==> src/rtl/sirq_pkg.sv <==
package sirq_pkg;
  localparam int NUM_SRC    = 13;
  localparam int FIFO_DEPTH = 64;
  localparam int LVL_W      = $clog2(FIFO_DEPTH + 1);
  localparam int WM_RESET   = FIFO_DEPTH / 2;
  localparam int SRC_RXTRIG = 0;

  localparam logic [7:0] OFS_EN   = 8'h08;
  localparam logic [7:0] OFS_DIS  = 8'h0C;
  localparam logic [7:0] OFS_MASK = 8'h10;
  localparam logic [7:0] OFS_STAT = 8'h14;
  localparam logic [7:0] OFS_WM   = 8'h20;
endpackage

==> src/rtl/sirq_rst_sync.sv <==
module sirq_rst_sync #(
  parameter int STAGES = 2
) (
  input  logic clk_i,
  input  logic rst_ni,
  output logic rst_sync_no
);
  logic [STAGES-1:0] sync_q;
  logic [STAGES-1:0] sync_d;

  always_comb begin
    sync_d = {sync_q[STAGES-2:0], 1'b1};
  end

  always_ff @(posedge clk_i or negedge rst_ni) begin
    if (!rst_ni) sync_q <= '0;
    else         sync_q <= sync_d;
  end

  assign rst_sync_no = sync_q[STAGES-1];
endmodule

==> src/rtl/sirq_mask_reg.sv <==
module sirq_mask_reg #(
  parameter int N = 13
) (
  input  logic         clk_i,
  input  logic         rst_ni,
  input  logic         set_we_i,
  input  logic         clr_we_i,
  input  logic [N-1:0] bits_i,
  output logic [N-1:0] mask_o
);
  logic [N-1:0] mask_q;
  logic [N-1:0] mask_d;
  logic         mask_ce;

  always_comb begin
    mask_d  = mask_q;
    mask_ce = set_we_i | clr_we_i;
    if (set_we_i) mask_d = mask_d | bits_i;
    if (clr_we_i) mask_d = mask_d & ~bits_i;
  end

  always_ff @(posedge clk_i or negedge rst_ni) begin
    if (!rst_ni)      mask_q <= '0;
    else if (mask_ce) mask_q <= mask_d;
  end

  assign mask_o = mask_q;

  p_en_sets_r2: assert property (@(posedge clk_i) disable iff (!rst_ni)
    (set_we_i && !clr_we_i) |=> ((mask_o & $past(bits_i)) == $past(bits_i)));

  p_dis_clears_r3: assert property (@(posedge clk_i) disable iff (!rst_ni)
    clr_we_i |=> ((mask_o & $past(bits_i)) == '0));

  p_dis_keeps_r3: assert property (@(posedge clk_i) disable iff (!rst_ni)
    (clr_we_i && !set_we_i) |=> ((mask_o & ~$past(bits_i)) == ($past(mask_o) & ~$past(bits_i))));
endmodule

==> src/rtl/sirq_status_reg.sv <==
module sirq_status_reg #(
  parameter int N = 13
) (
  input  logic         clk_i,
  input  logic         rst_ni,
  input  logic [N-1:0] set_i,
  input  logic         clr_we_i,
  input  logic [N-1:0] clr_bits_i,
  output logic [N-1:0] status_o
);
  logic [N-1:0] status_q;

  for (genvar b = 0; b < N; b++) begin : g_bit
    logic bit_d;
    logic bit_ce;
    logic bit_clr;

    always_comb begin
      bit_clr = clr_we_i & clr_bits_i[b];
      bit_ce  = set_i[b] | bit_clr;
      // a new event outranks a clear in the same cycle
      bit_d   = set_i[b] ? 1'b1 : 1'b0;
    end

    always_ff @(posedge clk_i or negedge rst_ni) begin
      if (!rst_ni)     status_q[b] <= 1'b0;
      else if (bit_ce) status_q[b] <= bit_d;
    end
  end

  assign status_o = status_q;

  p_sticky_r4: assert property (@(posedge clk_i) disable iff (!rst_ni)
    !clr_we_i |=> ((status_o & $past(status_o)) == $past(status_o)));

  p_set_wins_r6: assert property (@(posedge clk_i) disable iff (!rst_ni)
    (clr_we_i && ((set_i & clr_bits_i) != '0)) |=>
      ((status_o & $past(set_i & clr_bits_i)) == $past(set_i & clr_bits_i)));

  p_event_sets_r5: assert property (@(posedge clk_i) disable iff (!rst_ni)
    (set_i != '0) |=> ((status_o & $past(set_i)) == $past(set_i)));
endmodule

==> src/rtl/sirq_rx_trig.sv <==
module sirq_rx_trig #(
  parameter int LVL_W    = 7,
  parameter int WM_RESET = 32
) (
  input  logic             clk_i,
  input  logic             rst_ni,
  input  logic             wm_we_i,
  input  logic [LVL_W-1:0] wm_wdata_i,
  input  logic [LVL_W-1:0] level_i,
  output logic [LVL_W-1:0] wm_o,
  output logic             trig_o
);
  logic [LVL_W-1:0] wm_q;
  logic             wm_on;
  logic             at_mark;

  always_ff @(posedge clk_i or negedge rst_ni) begin
    if (!rst_ni)      wm_q <= LVL_W'(WM_RESET);
    else if (wm_we_i) wm_q <= wm_wdata_i;
  end

  always_comb begin
    wm_on   = (wm_q != '0);
    at_mark = (level_i >= wm_q);
    trig_o  = wm_on & at_mark;
  end

  assign wm_o = wm_q;
endmodule

==> src/rtl/sirq_ctrl.sv <==
module sirq_ctrl
  import sirq_pkg::*;
#(
  parameter int ADDR_W = 8,
  parameter int DATA_W = 32
) (
  input  logic              clk_i,
  input  logic              rst_ni,
  input  logic              reg_wr_i,
  input  logic              reg_rd_i,
  input  logic [ADDR_W-1:0] reg_addr_i,
  input  logic [DATA_W-1:0] reg_wdata_i,
  output logic [DATA_W-1:0] reg_rdata_o,
  input  logic [NUM_SRC-2:0] evt_i,
  input  logic [LVL_W-1:0]  rx_level_i,
  output logic              irq_o
);
  logic               rst_n;
  logic               en_we, dis_we, stat_we, wm_we;
  logic [NUM_SRC-1:0] wbits;
  logic [NUM_SRC-1:0] mask;
  logic [NUM_SRC-1:0] status;
  logic [NUM_SRC-1:0] set_vec;
  logic [LVL_W-1:0]   wm;
  logic               rx_trig;
  logic               unused_wdata;

  sirq_rst_sync #(.STAGES(2)) u_rst (
    .clk_i       (clk_i),
    .rst_ni      (rst_ni),
    .rst_sync_no (rst_n)
  );

  always_comb begin
    en_we   = reg_wr_i && (reg_addr_i == ADDR_W'(OFS_EN));
    dis_we  = reg_wr_i && (reg_addr_i == ADDR_W'(OFS_DIS));
    stat_we = reg_wr_i && (reg_addr_i == ADDR_W'(OFS_STAT));
    wm_we   = reg_wr_i && (reg_addr_i == ADDR_W'(OFS_WM));
    wbits   = reg_wdata_i[NUM_SRC-1:0];
  end

  assign unused_wdata = ^reg_wdata_i[DATA_W-1:NUM_SRC];

  sirq_mask_reg #(.N(NUM_SRC)) u_mask (
    .clk_i    (clk_i),
    .rst_ni   (rst_n),
    .set_we_i (en_we),
    .clr_we_i (dis_we),
    .bits_i   (wbits),
    .mask_o   (mask)
  );

  sirq_rx_trig #(.LVL_W(LVL_W), .WM_RESET(WM_RESET)) u_trig (
    .clk_i      (clk_i),
    .rst_ni     (rst_n),
    .wm_we_i    (wm_we),
    .wm_wdata_i (reg_wdata_i[LVL_W-1:0]),
    .level_i    (rx_level_i),
    .wm_o       (wm),
    .trig_o     (rx_trig)
  );

  assign set_vec = {evt_i, rx_trig};

  sirq_status_reg #(.N(NUM_SRC)) u_stat (
    .clk_i      (clk_i),
    .rst_ni     (rst_n),
    .set_i      (set_vec),
    .clr_we_i   (stat_we),
    .clr_bits_i (wbits),
    .status_o   (status)
  );

  assign irq_o = |(status & mask);

  always_comb begin
    reg_rdata_o = '0;
    if (reg_rd_i) begin
      unique case (reg_addr_i)
        ADDR_W'(OFS_MASK): reg_rdata_o = {{(DATA_W-NUM_SRC){1'b0}}, mask};
        ADDR_W'(OFS_STAT): reg_rdata_o = {{(DATA_W-NUM_SRC){1'b0}}, status};
        ADDR_W'(OFS_WM):   reg_rdata_o = {{(DATA_W-LVL_W){1'b0}}, wm};
        default:           reg_rdata_o = '0;
      endcase
    end
  end

  p_trig_sets_r8: assert property (@(posedge clk_i) disable iff (!rst_n)
    ((wm != '0) && (rx_level_i >= wm)) |=> status[SRC_RXTRIG]);

  p_wm_zero_r9: assert property (@(posedge clk_i) disable iff (!rst_n)
    ((wm == '0) && stat_we && wbits[SRC_RXTRIG]) |=> !status[SRC_RXTRIG]);

  p_irq_masked_r7: assert property (@(posedge clk_i) disable iff (!rst_n)
    (mask == '0) |-> !irq_o);

  p_nowrite_mask_r10: assert property (@(posedge clk_i) disable iff (!rst_n)
    (!en_we && !dis_we) |=> $stable(mask));
endmodule

==> config.mk <==
export PLATFORM = sky130hd
export DESIGN_NAME = sirq_ctrl
export DESIGN_NICKNAME = d
export VERILOG_FILES = /design/src/rtl/sirq_pkg.sv /design/src/rtl/sirq_rst_sync.sv /design/src/rtl/sirq_mask_reg.sv /design/src/rtl/sirq_status_reg.sv /design/src/rtl/sirq_rx_trig.sv /design/src/rtl/sirq_ctrl.sv
export SDC_FILE = /design/constraint.sdc
export NUM_CORES = 1
export LEC_CHECK = 0
export CAP_MARGIN = 20
export CORE_MARGIN = 3
export CORE_UTILIZATION = 41
export DETAILED_ROUTE_END_ITERATION = 8
export PLACE_DENSITY = 0.8
export SETUP_SLACK_MARGIN = 0.02
export SLEW_MARGIN = 20
export SYNTH_ARGS = -nofsm -noshare
export SYNTH_HDL_FRONTEND = slang
export SYNTH_SLANG_ARGS = --single-unit
==> constraint.sdc <==
create_clock -name clk_i -period 1.82 [get_ports clk_i]
set_input_delay 0.273 -clock clk_i [delete_from_list [all_inputs] [get_ports clk_i]]
set_output_delay 0.273 -clock clk_i [all_outputs]
set_load 0.1 [all_outputs]
# Word level (Yosys, flattened, before mapping)
# Cells that the tools add are included.
word_totals:
  regBits: 35
  latch_bits: 0
  ram_bits: 0
  mem_bits_ro: 0
  input_bits: 63
  out_inout_bits: 33
  elab_cells: 77
  n_memories: 0
op_classes:
  addsub: 0
  n_mul: 0
  n_div: 0
  order_cmp: 1
  eq_ne: 5
  n_shift: 0
  muxes: 17
  bitwise_logic: 32
  reduce_logical: 6
op_table:
  columns: ["operator", "n"]
  rows:
  - ["13-bit 2-to-1 mux", 3]
  - ["13-bit case mux with 3 select lines", 1]
  - ["13-bit bitwise AND", 2]
  - ["8-bit by 4-bit == test with 1-bit output (second input constant)", 2]
  - ["8-bit by 5-bit == test with 1-bit output (second input constant)", 2]
  - ["1-bit bitwise AND", 14]
  - ["1-bit OR", 14]
  - ["1-bit 2-to-1 mux", 13]
  - ["13-bit NOT", 1]
  - ["13-bit OR", 1]
  - ["13-bit OR reduction", 1]
  - ["8-bit by 6-bit == test with 1-bit output (second input constant)", 1]
  - ["7-bit greater-or-equal comparator", 1]
  - ["7-bit nonzero test", 1]
  - ["1-bit logical AND", 4]

# Logic depth before layout (Yosys ltp)
depth:
  word_depth: 5
  mapped_depth: 6
  mapped_depth_nobuf: 6

# Cells and area by module
# A second synthesis with hierarchy kept.
hier_totals:
  cells_unflattened: 207
  hier_area_um2: 2021.9
by_module_without_submodules:
  columns: ["mod", "n_inst", "cells_per_inst", "area_each_um2", "seq_area_each_um2"]
  rows:
  - ["sirq_ctrl", 1, 76, 588.1, 0.0]
  - ["sirq_status_reg", 1, 40, 483.0, 325.3]
  - ["sirq_mask_reg", 1, 41, 471.7, 325.3]
  - ["sirq_rx_trig", 1, 47, 425.4, 176.4]
  - ["sirq_rst_sync", 1, 3, 53.8, 50.0]

# Least setup slack after synthesis
# OpenSTA, ideal clock, no wires.
synth_path:
  path_type: "input to output"
  startpoint: "input reg_addr_i[5]"
  endpoint: "output reg_rdata_o[10]"
  arrival_ns: 2.657
  required_time_ns: 1.547
  slack_ns: -1.110
  cell_stages: 4
  path_buffers: 0
  path_cell_list: "or4b_1 -> nor2_1 -> nand2_1 -> nor2_1"
synth_via:
  elab_chain_cells: 3
  elab_cells_between_ends: 5
  classes_between: "eq/ne (3); mux (2)"
synth_lines:
  columns: ["item", "line", "text"]
  rows:
  - ["from (decl)", "sirq_ctrl.sv:11", "input logic [ADDR_W-1:0] reg_addr_i,"]
  - ["8-bit by 6-bit == test with 1-bit output or 8-bit by 5-bit == test with 1-bit output (tied branches)", "sirq_ctrl.sv:79", "unique case (reg_addr_i)"]
  - ["13-bit case mux with 3 select lines (*)", "sirq_ctrl.sv:79", null]
  - ["13-bit 2-to-1 mux (*)", "sirq_ctrl.sv:78", "if (reg_rd_i) begin"]
  - ["to (decl)", "sirq_ctrl.sv:13", "output logic [DATA_W-1:0] reg_rdata_o,"]
# Mark *: on every way between the ends. The rest lies on a longest branch, timed or not.

# Worst setup path after layout
layout_path:
  startpoint: "input reg_addr_i[2]"
  endpoint: "output reg_rdata_o[6]"
# Same word-level chain as after synthesis.

==> results.yml <==
outcome:
  status: "finished with violations"
  failed_checks: "setup timing"
final_layout:
  n_antenna_cell: 0
  drive_above_1_share_pct: 36.1
  area_growth_pct: 60.3
  nets: 354
  fin_util_pct: 68.7
logic_synthesis:
  synth_seq_cells: 35
  netlist_top_cells_area: "dfrtp_1, buf_4, mux2_2"
  syn_area_um2: 2040
  yosys_warnings: 0
  ys_seq_area_share_pct: 43.1
  synth_top_area_share_pct: 41.8
  ys_types: 35
  synthFlopType: "dfrtp_1"
  synth_common_cells: "dfrtp_1, a21oi_1, buf_4"
  synth_most_common_cell: "dfrtp_1"
  synth-async-reset-ratio_pct: 100
  synthCells: 204
  synth_edf_count: 0
  syn_area_per_cell_um2: 9.99
  synth_top_area_cell: "dfrtp_1"
sta:
  fin_crit_ns: 1.97
  max_freq_mhz: 507
  postLayoutSetupSlackWorst_ns: -0.152
  rsz0062_at_grt: "yes"
  period_share_pct: 108
  timing.final.hold_violations: 0
  slew_violations: 0
  finalSetupViolCount: 13
  finalClockSkew_ns: 0.00400
  setup_tns_ns: -1.06
placement:
  portBuffers: 57
  place_hpwl_um: 4020
  gp_congestion: 0.794
global_routing:
  grt_max_degree: 34
  grt_pass1_wl_um: 8780
  antenna_found_initial: 0
  grt_usage_pct: 19.2
  grt_pass1_vias: 1835
  grt-ovfl-total: 0
setup_path:
  regToRegEndpoint: "u_stat.status_o[0]$_DFFE_PN0P_"
  worstRegToRegCells: 6
  critical_path_arrival_ns: 1.70
  r2r-start: "u_trig.wm_o[5]$_DFFE_PN1P_"
  regToRegSetupSlack_ns: 0.18
  cp_max_fo: 8
  slowest_stage: "or4_4"
  cp-end-kind: "output port"
  path_cells: "buf_6 -> or4_4 -> nor3_4 -> buf_12 -> a22oi_2 -> nor2_4 -> buf_12"
  startpoint_type: "input pin"
  path_class: "in2out"
  crit_required_ns: 1.55
  slowest_delay_ns: 0.57
  crit_top_cell: "buf_12"
drt:
  drcViolationCount: 0
  wirelength_um: 5450
  via_per_inst: 5.18
  drt_iter0_drc: 72
  wl_per_cell_um: 15.5
  ant_nets: 0
  first_pass_iters: 5
  vias: 1824
floorplan:
  die_y_um: 76.5
  die_x_um: 76.5
  io_pins: 96
  dieArea_um2: 5850
  rows: 25
  coreArea_um2: 4750
  initial_core_util_pct: 42.8
run:
  cap_violations: 0
clock_network:
  clock-sinks: 35
  path_clk_slew_ns: 0.07
  cts_root_buf: "clkbuf_8"
  cts_buffer_depth: 2
  htree_levels: 2
  cts_buffers: 5
  tritoncts: "yes"
  clock_latency_ns: 0.29
  holdBufCountCts: 0
power_and_ir_drop:
  pwr_density_cell_nw_per_um2: 687
  p_leak_nw: 1.32
  total_power_mw: 2.24
  peakVddDrop_mv: 0.492
worst_hold_path:
  hp-class: "in2async"
[timing repair]
item                       in CTS  in global routing
gates resized for setup        33                  9
setup endpoints to repair      45                 14
buffers inserted                6                  0
pin swaps                      21                  7
[where the power goes]
group / switching (mW) / internal [mW]
sequential: 0.0230 / 0.803
clock: 0.302 / 0.546
combinational: 0.370 / 0.199
[final cells by class]
class / instances / area, um^2
timing repair buffer: 79 / 910
inverter: 8 / 30.0
clock inverter: 3 / 67.6
multi-input combinational: 155 / 1230
tap: 67 / 83.8
sequential: 35 / 877
clock buffer: 5 / 68.8
fill: 350 / 1490
[worst max-delay path by stage]
stage                     slack (ns)         endpoint  cells after the start     startpoint
after floorplan                -0.27   reg_rdata_o[0]                      5  reg_addr_i[2]
after global placement         -0.51  reg_rdata_o[10]                      6  reg_addr_i[5]
after detailed placement       -0.53   reg_rdata_o[6]                      7  reg_addr_i[4]
after CTS                      -0.18   reg_rdata_o[6]                      7  reg_addr_i[2]
after global routing           -0.18   reg_rdata_o[6]                      7  reg_addr_i[2]
final                          -0.15   reg_rdata_o[6]                      7  reg_addr_i[2]
[metrics by stage]
stage          std cells  setup WS [ns]  instance area [um^2]  hold WS, ns
2_1_floorplan        222         -0.269                  2240      -0.0226
3_3_place_gp         338         -0.511                  3020        0.273
3_5_place_dp         338         -0.526                  3020        0.280
4_1_cts              352         -0.184                  3270        0.122
5_1_grt              352         -0.182                  3260        0.120
6_report             352         -0.152                  3260        0.130
[layout by cell type, fill, tap and decap left out, types with 2 or more instances in the layout]
master,instances
inv_1,8
buf_6,3
a22oi_2,9
buf_12,18
clkbuf_8,5
a21o_1,13
buf_4,18
clkbuf_2,4
nand2_1,16
nand4_1,3
a22o_1,2
nand2_4,2
clkdlybuf4s50_1,35
bufinv_16,2
mux2i_1,6
conb_1,20
dfrtp_1,34
nor3_1,2
mux2_2,14
ha_1,7
a221oi_2,2
a21oi_1,27
nor2_4,14
[metal layers]
layer  up-vias  wire length [um]  GRT usage, %
li1        854                 -             -
met1       889              2210          22.9
met2        68              2810          33.0
met3        13               320          5.44
met4         0                98          6.70
met5         -                 0             0
[critical path: cells and delay by family]
| family | cells | cell delay [ns] |
|---|---|---|
| buffers and inverters | 3 | 0.42 |
| AOI/OAI and AO/OA | 1 | 0.10 |
| and+or+nand+nor | 3 | 0.89 |
[cell families (layout without fill, tap and decap cells)]
group	Yosys count	after routing	share of synthesized area, %
other	2	20	0.369
muxes	20	20	10.7
buffers and inverters	32	95	10.1
and+or+nand+nor	51	51	13.7
DFF	35	35	43.1
adders and majority gates	7	7	4.30
AOI/OAI and AO/OA	57	57	17.8
(Power assumes the default switching activity.)
